### config.mk
export PLATFORM = sky130hd
export DESIGN_NAME = seq_program_mem
export DESIGN_NICKNAME = d
export VERILOG_FILES = /design/src/rtl/seqmem_pkg.sv /design/src/rtl/seqmem_edge_det.sv /design/src/rtl/seqmem_store.sv /design/src/rtl/seqmem_ptr_ctl.sv /design/src/rtl/seq_program_mem.sv
export SDC_FILE = /design/constraint.sdc
export NUM_CORES = 1
export LEC_CHECK = 0
export CAP_MARGIN = 5
export CORE_ASPECT_RATIO = 0.7
export CORE_MARGIN = 5
export CORE_UTILIZATION = 25
export DETAILED_ROUTE_END_ITERATION = 8
export GPL_TIMING_DRIVEN = 0
export HOLD_SLACK_MARGIN = 0.03
export MAX_ROUTING_LAYER = met4
export PLACE_DENSITY_LB_ADDON = 0.25
export SLEW_MARGIN = 30
export SYNTH_ARGS = -nofsm -noshare
export SYNTH_HDL_FRONTEND = slang
export SYNTH_SLANG_ARGS = --single-unit
### constraint.sdc
create_clock -name clk -period 2.1 [get_ports clk]
set_clock_uncertainty 0.1 [all_clocks]
set_input_delay 0.315 -clock clk [delete_from_list [all_inputs] [get_ports clk]]
set_output_delay 0.315 -clock clk [all_outputs]
set_load 0.03 [all_outputs]
### src/rtl/seqmem_pkg.sv
package seqmem_pkg;
  localparam int CFG_W  = 6;
  localparam int STAT_W = CFG_W + 1;

  typedef logic [CFG_W-1:0] cfg_t;

  typedef enum logic [1:0] {
    MODE_IDLE0  = 2'b00,
    MODE_IDLE1  = 2'b01,
    MODE_ACCESS = 2'b10,
    MODE_PLAY   = 2'b11
  } mode_e;

  // readback word: configuration above, end flag in the lowest bit
  function automatic logic [STAT_W-1:0] status_word(cfg_t c, logic last);
    return {c, last};
  endfunction
endpackage

### src/rtl/seqmem_edge_det.sv
module seqmem_edge_det #(
  parameter int W = 1,
  parameter logic [W-1:0] RST_VAL = '0
) (
  input  logic         clk,
  input  logic         rst_n,
  input  logic [W-1:0] din,
  output logic [W-1:0] rise,
  output logic [W-1:0] fall
);
  logic [W-1:0] prev;

  always_ff @(posedge clk) begin
    if (!rst_n) prev <= RST_VAL;
    else        prev <= din;
  end

  assign rise = din & ~prev;
  assign fall = ~din & prev;
endmodule

### src/rtl/seqmem_store.sv
module seqmem_store
  import seqmem_pkg::*;
#(
  parameter int DEPTH = 16,
  localparam int AW = $clog2(DEPTH)
) (
  input  logic          clk,
  input  logic          rst_n,
  input  logic          we,
  input  logic [AW-1:0] waddr,
  input  cfg_t          wdata,
  input  logic [AW-1:0] raddr,
  output cfg_t          rdata
);
  cfg_t rows [DEPTH];

  for (genvar g = 0; g < DEPTH; g++) begin : g_row
    always_ff @(posedge clk) begin
      if (!rst_n)                          rows[g] <= '0;
      else if (we && waddr == AW'(g))      rows[g] <= wdata;
    end
  end

  assign rdata = rows[raddr];
endmodule

### src/rtl/seqmem_ptr_ctl.sv
module seqmem_ptr_ctl #(
  parameter int DEPTH = 16,
  localparam int AW = $clog2(DEPTH)
) (
  input  logic          clk,
  input  logic          rst_n,
  input  logic          mode_edge,
  input  logic          wr_step,
  input  logic          rd_step,
  input  logic          play_step,
  output logic [AW-1:0] ptr,
  output logic [AW-1:0] end_idx
);
  localparam logic [AW-1:0] TOP = AW'(DEPTH - 1);

  logic wrote;

  function automatic logic [AW-1:0] wrap_inc(logic [AW-1:0] p);
    return (p == TOP) ? '0 : p + AW'(1);
  endfunction

  function automatic logic [AW-1:0] play_next(logic [AW-1:0] p, logic [AW-1:0] e);
    return (p == e) ? '0 : wrap_inc(p);
  endfunction

  // first write of a session restarts the marker, later writes only raise it
  function automatic logic [AW-1:0] new_end(logic w, logic [AW-1:0] e, logic [AW-1:0] p);
    if (!w)    return p;
    if (p > e) return p;
    return e;
  endfunction

  always_ff @(posedge clk) begin
    if (!rst_n) begin
      ptr     <= '0;
      end_idx <= TOP;
      wrote   <= 1'b0;
    end else if (mode_edge) begin
      ptr   <= '0;
      wrote <= 1'b0;
    end else if (wr_step) begin
      ptr     <= wrap_inc(ptr);
      end_idx <= new_end(wrote, end_idx, ptr);
      wrote   <= 1'b1;
    end else if (rd_step) begin
      ptr <= wrap_inc(ptr);
    end else if (play_step) begin
      ptr <= play_next(ptr, end_idx);
    end
  end

  assert_mode_edge_clears_ptr_R7: assert property (@(posedge clk) disable iff (!rst_n)
    mode_edge |=> ptr == '0);

  assert_write_advances_R2: assert property (@(posedge clk) disable iff (!rst_n)
    wr_step && !mode_edge && ptr != TOP |=> ptr == $past(ptr) + AW'(1));

  assert_full_write_wraps_R9: assert property (@(posedge clk) disable iff (!rst_n)
    (wr_step || rd_step) && !mode_edge && ptr == TOP |=> ptr == '0);

  assert_play_wraps_at_end_R6: assert property (@(posedge clk) disable iff (!rst_n)
    play_step && !mode_edge && ptr == end_idx |=> ptr == '0);

  assert_marker_covers_write_R5: assert property (@(posedge clk) disable iff (!rst_n)
    wr_step && !mode_edge |=> end_idx >= $past(ptr));
endmodule

### src/rtl/seq_program_mem.sv
module seq_program_mem
  import seqmem_pkg::*;
#(
  parameter int DEPTH = 16,
  localparam int AW = $clog2(DEPTH)
) (
  input  logic              clk,
  input  logic              rst_n,
  input  logic [1:0]        mode,
  input  logic              wr_n,
  input  logic              rd_n,
  input  logic              cnv_n,
  input  logic [CFG_W-1:0]  cfg_in,
  output logic [STAT_W-1:0] stat_out,
  output logic              stat_oe,
  output logic              conv_vld,
  output logic [CFG_W-1:0]  conv_cfg,
  output logic              conv_eos
);
  logic [2:0] stb_rise, stb_fall;
  logic [1:0] mode_rise, mode_fall;
  logic       mode_edge, in_access, in_play;
  logic       wr_step, rd_start, rd_step, play_step;
  logic [AW-1:0] ptr, end_idx;
  cfg_t       cur_cfg;
  logic       cur_last;

  seqmem_edge_det #(.W(3), .RST_VAL(3'b111)) i_stb_edges (
    .clk(clk), .rst_n(rst_n), .din({cnv_n, rd_n, wr_n}),
    .rise(stb_rise), .fall(stb_fall)
  );

  seqmem_edge_det #(.W(2), .RST_VAL(2'b00)) i_mode_edges (
    .clk(clk), .rst_n(rst_n), .din(mode),
    .rise(mode_rise), .fall(mode_fall)
  );

  assign mode_edge = |(mode_rise | mode_fall);
  assign in_access = (mode == MODE_ACCESS);
  assign in_play   = (mode == MODE_PLAY);

  assign wr_step   = stb_rise[0] && rd_n && in_access && !mode_edge;
  assign rd_start  = stb_fall[1] && wr_n && in_access && !mode_edge && !stat_oe;
  assign rd_step   = stb_rise[1] && stat_oe && in_access && !mode_edge && !wr_step;
  assign play_step = stb_fall[2] && in_play && !mode_edge;

  seqmem_ptr_ctl #(.DEPTH(DEPTH)) i_ptr (
    .clk(clk), .rst_n(rst_n), .mode_edge(mode_edge),
    .wr_step(wr_step), .rd_step(rd_step), .play_step(play_step),
    .ptr(ptr), .end_idx(end_idx)
  );

  seqmem_store #(.DEPTH(DEPTH)) i_store (
    .clk(clk), .rst_n(rst_n), .we(wr_step), .waddr(ptr), .wdata(cfg_in),
    .raddr(ptr), .rdata(cur_cfg)
  );

  assign cur_last = (ptr == end_idx);

  always_ff @(posedge clk) begin
    if (!rst_n) begin
      stat_oe  <= 1'b0;
      stat_out <= '0;
    end else if (mode_edge || rd_step || (stb_rise[1] && stat_oe)) begin
      stat_oe  <= 1'b0;
      stat_out <= '0;
    end else if (rd_start) begin
      stat_oe  <= 1'b1;
      stat_out <= status_word(cur_cfg, cur_last);
    end
  end

  always_ff @(posedge clk) begin
    if (!rst_n) begin
      conv_vld <= 1'b0;
      conv_cfg <= '0;
      conv_eos <= 1'b0;
    end else begin
      conv_vld <= play_step;
      if (play_step) begin
        conv_cfg <= cur_cfg;
        conv_eos <= cur_last;
      end
    end
  end

  assert_oe_only_in_access_R8: assert property (@(posedge clk) disable iff (!rst_n)
    stat_oe && !mode_edge |-> in_access);

  assert_conv_single_pulse_R6: assert property (@(posedge clk) disable iff (!rst_n)
    conv_vld |=> !conv_vld);

  assert_no_conv_outside_run_R8: assert property (@(posedge clk) disable iff (!rst_n)
    conv_vld |-> $past(mode) == MODE_PLAY);

  assert_readback_held_R3: assert property (@(posedge clk) disable iff (!rst_n)
    stat_oe && !stb_rise[1] && !mode_edge |=> stat_oe && $stable(stat_out));

  assert_no_write_while_read_low_R10: assert property (@(posedge clk) disable iff (!rst_n)
    !rd_n |-> !wr_step);
endmodule

; Word level (Yosys, flattened, before mapping)
; Memory sizes are Yosys's and may differ from the RTL's. A register that Yosys moved wholly into a read port is not among the register bits.
; Cells that the tools add are included.
[classes]
n_addsub = 1
n_mul = 0
div_mod_pow = 0
magnitude_cmp = 1
eq_ne = 18
shift = 0
muxes = 85
n_bitwise = 27
n_reduce_logical = 41
[ops]
columns = operator, n
row1 = $mux W6, 16
row2 = $mux W1, 58
row3 = $mux W4, 11
row4 = $eq A4 B4 Y1 const B, 8
row5 = $logic_and A1 B1 Y1, 29
row6 = $eq A4 B3 Y1 const B, 4
row7 = $or A1 B1 Y1, 16
row8 = $eq A4 B2 Y1 const B, 2
row9 = $and A2 B2 Y2, 3
row10 = $not A2 Y2, 3
row11 = $add A4 B1 Y4 const B, 1
row12 = $eq A2 B2 Y1 const B, 2
row13 = $eq A4 B1 Y1 const B, 1
row14 = $eq A4 B4 Y1, 1
row15 = $gt A4 B4 Y1, 1
row16 = $logic_not A4 Y1, 1
row17 = $reduce_or A2 Y1, 2
row18 = $and A3 B3 Y3, 1
row19 = $logic_not A1 Y1, 3
row20 = $not A3 Y3, 1
row21 = $reduce_and A3 Y1, 1
row22 = $reduce_bool A3 Y1, 1
row23 = $reduce_or A3 Y1, 1
row24 = $logic_or A1 B1 Y1, 2
row25 = 3 further kinds, 4
[totals]
register_bits = 30
latchBits = 0
mem_bits_rw = 96
romBits = 0
elab_cells = 184
n_memories = 1
[memory_table]
columns = memory, depth, word_bits, read_ports, rd_clocked_by_memory_dff, write_ports, line_no
row1 = i_store.rows, 16, 6, 1, 1, 16, seqmem_store.sv:15  ; cfg_t rows [DEPTH];

; Longest topological paths before layout
; Gate-level depths: netlist of the first run.
[depth]
depth_word = 15
depth_mapped = 7
depth_no_buf = 7

; Hierarchy
; Synthesis of the first run repeated with hierarchy kept, for this count alone.
[unflattened]
hier_cells = 445
hier_area_um2 = 5944.5
[modules_own_cells]
columns = module, n_inst, cells_per_inst, area_each_um2
row1 = seqmem_store, 1, 298, 4525.6
row2 = seq_program_mem, 1, 67, 711.9
row3 = seqmem_ptr_ctl, 1, 60, 513.0
row4 = seqmem_edge_det at i_stb_edges, 1, 12, 116.4
row5 = seqmem_edge_det at i_mode_edges, 1, 8, 77.6

; Least setup slack after synthesis of the first run
; No wires, ideal clock.
[synth_path]
path_type = input port to flip-flop
start = input port mode[0]
end = memory i_store.rows[0][0] (netlist name) (enable)
setup_time_ps = 377
t_arrival_ps = 1772
required_ps = 1623
slack_ps = -149
cell_stages = 5
cell_sequence = clkbuf_2 > nand3b_1 > nor4_4 > nand2_1 > o21ai_0
[synth_lines]
columns = item, line_no
row1 = "start, declared", seq_program_mem.sv:9  ; input logic [1:0] mode,
row2 = "end, declared", seqmem_store.sv:15

==> results.cfg, run 1 <==
[status]
outcome = completed

[cells_and_area]
fin_cells = 818
final_nets = 514
diodes = 0
layout_common_cells = edfxtp_1, and2_1, dfxtp_1
final_common_cell = edfxtp_1
final_area_sq_mm = 0.00746
area_growth_pct = 27.5
fill_cells = 2265
drive_gt1_share_pct = 25.3
final_core_util_pct = 32.7

[floorplanning]
core_sq_mm = 0.0228
core.rowCount = 46
die_h_um = 138
die_area_sq_mm = 0.0266
initial_core_util_pct = 25.6
num_io_pins = 29
dieWidth_um = 193

[sta]
hold_viol = 0
worst_slack_ps = 57.1
fmax_mhz = 490
final-setup-viol-count = 0
finalCritPeriodShare_pct = 97.3
worstMarginPinSlew_ps = 628
min_period_ps = 2040
finalMaxSlewViolations = 0
slew_headroom_pct = 58.1
timing.hold.ws_ps = 113

[place]
dp_hpwl_um = 10800
dpl-instance-area_sq_mm = 0.00650
gp_congestion = 0.776
dp.cells = 784
portBuffers = 26
dpl_worst_slack_ps = -999

[pwr]
ir_worst_vdd_mv = 0.603
p_leak_nw = 2.54
clkPwrFrac_pct = 48.4
p_int_mw = 4.58
p_per_area_mw_per_mm2 = 801
pwr-share-seq_pct = 47.7
switching_share_pct = 23.4
p_sw_mw = 1.40
power_frac_comb_pct = 3.8

[setup_path]
cp-start-kind = flip-flop
critPathMaxFanout = 10
path_class = flip-flop to flip-flop
arrival_ps = 2230
end_kind = flip-flop
cp.required_ps = 2290

[synth]
synth_ff_type = edfxtp_1
synth_seq_area_share_pct = 60.9
synth_top_family_by_area = simple AND/OR/NAND/NOR gates
synth_compound_area_share_pct = 6.65
synthMuxAreaShare_pct = 9.75
synth_fa_ha_area_share_pct = 1.71
synth_nets = 467
ys_ff_latch = 130
async_flop_share_pct = 0
yosys_warnings = 0
synth_cell_types = 42
netlist_area_sq_mm = 0.00585
syn_inst = 446
synth-simple-area-share_pct = 18.1
synthXorXnorAreaFrac_pct = 0.599
synth-edff-count = 96
avgSynthCellArea_sq_um = 13.1

[hold_path]
min_from = mode[1]
hold_class = input port to flip-flop

[grt]
grt_usage_pct = 12.4
antenna_found_initial = 0
grt_pass1_vias = 3854
grt_max_degree = 17
grt_pass1_wl_um = 23500
grt_overflow = 0

[clock_tree]
clock-root-buffer = clkbuf_16
worstSkewPairLatency_ps = 420
clockBufferDepth = 2
cts_tree = yes
cts_max_level = 4
clk_pin_slew_ps = 70
clock_sinks = 130
numCtsBuffers = 17

[detailed_routing]
first_iter_violations = 308
vias = 3695
wl_um = 14900
drtPass1Iterations = 5
routedWlPerCell_um = 18.3
drc = 0
drt-vias-per-instance = 4.52
drtAntennaViolNets = 0

[run]
maxCapViolCount = 0
## critical path, stage by stage (launching register included)
cell	delay [ps]
dfxtp_1	320
buf_4	200
buf_12	180
mux4_2	530
a22o_1	290
nor2_1	190
o22ai_1	110
## final cells by class
class / instances / area [sq um] / area share, %
Clock buffer: 18 / 429 / 5.75
Buffer: 21 / 136 / 1.83
Clock inverter: 14 / 143 / 1.91
Inverter: 12 / 45.0 / 0.604
Timing Repair Buffer: 29 / 299 / 4.01
Multi-Input combinational cell: 282 / 2450 / 32.9
Sequential cell: 130 / 3570 / 47.8
Tap cell: 312 / 390 / 5.23
## cells in the mapped netlist, drive strengths merged, types with 5 or more instances
cell type / instances / area share (%)
mux4: 24 / 9.2
nand3: 6 / 0.60
and2: 99 / 11
nor2: 31 / 2.2
buf: 6 / 0.49
o22ai: 14 / 1.5
nand2b: 5 / 0.53
dfxtp: 34 / 12
o21ai: 18 / 1.5
nand2: 27 / 1.7
inv: 12 / 0.77
clkbuf: 16 / 1.0
a22o: 12 / 1.8
ha: 8 / 1.7
edfxtp: 96 / 49
a21oi: 5 / 0.43
## per-stage QoR
step | setup TNS, ps | power, mW
finish | 0 | 5.98
global route | -70.6 | 6.20
floorplan | -7040 | 3.02
global placement | -131650 | 3.11
detailed placement | -130800 | 3.12
CTS | 0 | 6.02
## path summary, 6_finish.rpt
path	end	slack, ps	cells past startpoint
hold / removal	i_mode_edges.prev[1]	110	2
setup reg to reg	stat_out[1]	60	6
setup / recovery	stat_out[1]	60	6
hold reg to reg	stat_out[3]	380	2
## metal layers
layer | wire length (um) | vias to the layer above | global-route usage, %
met5 | 0 | - | -
met4 | 167 | 0 | 3.64
met1 | 7500 | 1859 | 17.6
met2 | 6240 | 96 | 16.8
li1 | - | 1726 | -
met3 | 1040 | 14 | 3.90
## repair_timing
action,in CTS,in global routing
resized for setup,58,28
setup buffers,1,2
hold endpoints to repair,0,0
pin swaps,2,6
hold buffers,0,0
endpoints found under the setup margin,183,199
## logic make-up after synthesis
| logic type | count (synthesis) |
|---|---|
| simple gates | 184 |
| flops | 130 |
| compound gates | 59 |
| buf+inv | 34 |
| mux | 27 |
| fa+ha+maj | 8 |
| xor+xnor | 4 |
## flip-flops by register name (all words and copies together) (netlist names), named ones only
register	cells
i_store.rows	96
stat_out	7
conv_cfg	6
i_ptr.end_idx	4
i_ptr.ptr	4
i_stb_edges.prev	3
i_mode_edges.prev	2
conv_eos	1
conv_vld	1
i_ptr.wrote	1
stat_oe	1
## power groups by stage
stage	logic [mW]	registers, mW	clock network (mW)
floorplan	0.117	2.90	0
CTS	0.225	2.85	2.94
finish	0.229	2.85	2.89
global placement	0.201	2.91	0
global route	0.250	2.86	3.09
detailed placement	0.205	2.91	0
(Power assumes the default switching activity.)
==> run 2: changes to the inputs <==
--- a/config.mk
+++ b/config.mk
@@ -8,12 +8,12 @@
 export CAP_MARGIN = 5
 export CORE_ASPECT_RATIO = 0.7
 export CORE_MARGIN = 5
-export CORE_UTILIZATION = 25
+export CORE_UTILIZATION = 54
 export DETAILED_ROUTE_END_ITERATION = 8
 export GPL_TIMING_DRIVEN = 0
 export HOLD_SLACK_MARGIN = 0.03
 export MAX_ROUTING_LAYER = met4
-export PLACE_DENSITY_LB_ADDON = 0.25
+export PLACE_DENSITY = 0.76
 export SLEW_MARGIN = 30
 export SYNTH_ARGS = -nofsm -noshare
 export SYNTH_HDL_FRONTEND = slang
==> run 2 against run 1 <==
Register-to-register slack is essentially flat. Total power grew 1.1%. Critical path type is now input port to flip-flop. Largest cell class unchanged. Non-clock buffer count is the same. Combinational power shrank 4%. Core utilization grew 36 points. Highest routed layer unchanged. Critical path depth is the same. Cell count shrank 22%.
==> results.cfg, run 2 (synthesis gave the netlist of run 1 again) <==
[status]
outcome = completed

[grt]
antenna_found_initial = 0
grt_max_degree = 17
grt_usage_pct = 22.4
grt_pass1_wl_um = 21300
grt_pass1_vias = 3865
grt_overflow = 0

[floorplanning]
num_io_pins = 29
dieWidth_um = 134
die_h_um = 97.1
core.rowCount = 31
die_area_sq_mm = 0.0130
core_sq_mm = 0.0105
initial_core_util_pct = 55.9

[setup_path]
end_kind = flip-flop
r2r_slack_ps = 60
cp.required_ps = 2090
arrival_ps = 2090
reg2regPathDepth = 6
reg2reg_to = conv_cfg[3]
cp-start-kind = input port
critPathMaxFanout = 8
path_class = input port to flip-flop

[clock_tree]
ctsHoldBuffers = 0
numCtsBuffers = 17
worstSkewPairLatency_ps = 420
clockBufferDepth = 2
clock-root-buffer = clkbuf_16
clk_pin_slew_ps = 60
cts_tree = yes
clock_sinks = 130
cts_max_level = 4

[cells_and_area]
fin_cells = 638
seqCellArea_sq_mm = 0.00356
reg_top3 = i_store.rows x96, stat_out x7, conv_cfg x6
area_growth_pct = 22.1
multiInputGateArea_sq_mm = 0.00237
final_nets = 514
drive_gt1_share_pct = 23.7
fill_cells = 717
largest_reg_flops = 96
regMostFlops = i_store.rows
diodes = 0
layout_common_cells = edfxtp_1, and2_1, dfxtp_1
final_common_cell = edfxtp_1
final_area_sq_mm = 0.00714

[sta]
hold_viol = 0
worstMarginPinSlew_ps = 527
final-setup-viol-count = 0
min_period_ps = 2100
rsz0062_at_grt = yes
fmax_mhz = 477
tns_ps = 0
slew_headroom_pct = 64.8
worst_slack_ps = 4.82
finalCritPeriodShare_pct = 99.8
finalMaxSlewViolations = 0

[pwr]
p_leak_nw = 2.52
ir_worst_vdd_mv = 0.649
p_per_area_mw_per_mm2 = 846

[detailed_routing]
drt-vias-per-instance = 5.94
routedWlPerCell_um = 21.3
drtAntennaViolNets = 0
drc = 0
wl_um = 13600
first_iter_violations = 346
vias = 3790
drtPass1Iterations = 5

[run]
maxCapViolCount = 0

[place]
dp_hpwl_um = 9440
dpl-instance-area_sq_mm = 0.00628
gp_congestion = 0.897
dp.cells = 604
dpl_worst_slack_ps = -1030
portBuffers = 26

[hold_path]
min_path_cells = 2
min_from = mode[0]
hold_path_end = i_mode_edges.prev[0]
hold_class = input port to flip-flop
## run 2: how the worst max path moves through the flow
| stage | slack [ps] | from | end |
|---|---|---|---|
| 2_1_floorplan | -150 | mode[0] | i_store.rows[0][0] |
| 3_5_place_dp | -1030 | wr_n | i_store.rows[12][3] |
| 6_report | 5 | rd_n | i_store.rows[7][3] |
| 3_3_place_gp | -1010 | wr_n | i_store.rows[5][3] |
| 5_1_grt | -100 | rd_n | i_store.rows[2][1] |
| 4_1_cts | 3 | flip-flop | stat_out[2] |
## run 2: what timing repair did
item	CTS	global route
setup buffers	1	2
pin swaps	1	7
setup endpoints to repair	156	187
gates resized for setup	60	7
## run 2: area by class of cell
cell class                      count  share of cell area, %
Buffer                             21                   1.66
Clock buffer                       17                   5.96
Clock inverter                     15                   2.33
Inverter                           12                  0.631
Multi-Input combinational cell    282                   33.2
Sequential cell                   130                   49.9
Tap cell                          132                   2.31
Timing Repair Buffer               29                   3.96
## run 2: routing by layer
metal,vias to the layer above,global-route usage [%],routed length [um]
met4,0,7.43,278
li1,1716,-,-
met5,-,-,0
met2,167,32.4,6170
met1,1882,30.4,6110
met3,25,6.63,1040
## run 2: power breakdown
part / internal, mW / switching (mW) / leakage (nW)
Clock: 1.85 / 1.11 / 0.284
Sequential: 2.83 / 0.0273 / 1.23
Combinational: 0.0815 / 0.138 / 0.999
## run 2: per-stage QoR
step	total power, mW	util, %	hold slack [ps]
2_1_floorplan	3.02	-	316
3_3_place_gp	3.10	59.9	357
3_5_place_dp	3.11	59.9	360
4_1_cts	6.04	67.9	127
5_1_grt	6.20	68.2	144
6_report	6.04	68.2	137
## run 2: worst max-delay path, stage by stage
cell	delay (ps)
clkdlybuf4s50_1	520
nand2b_1	140
nor4_4	280
buf_4	210
nand2_2	260
o21ai_4	360
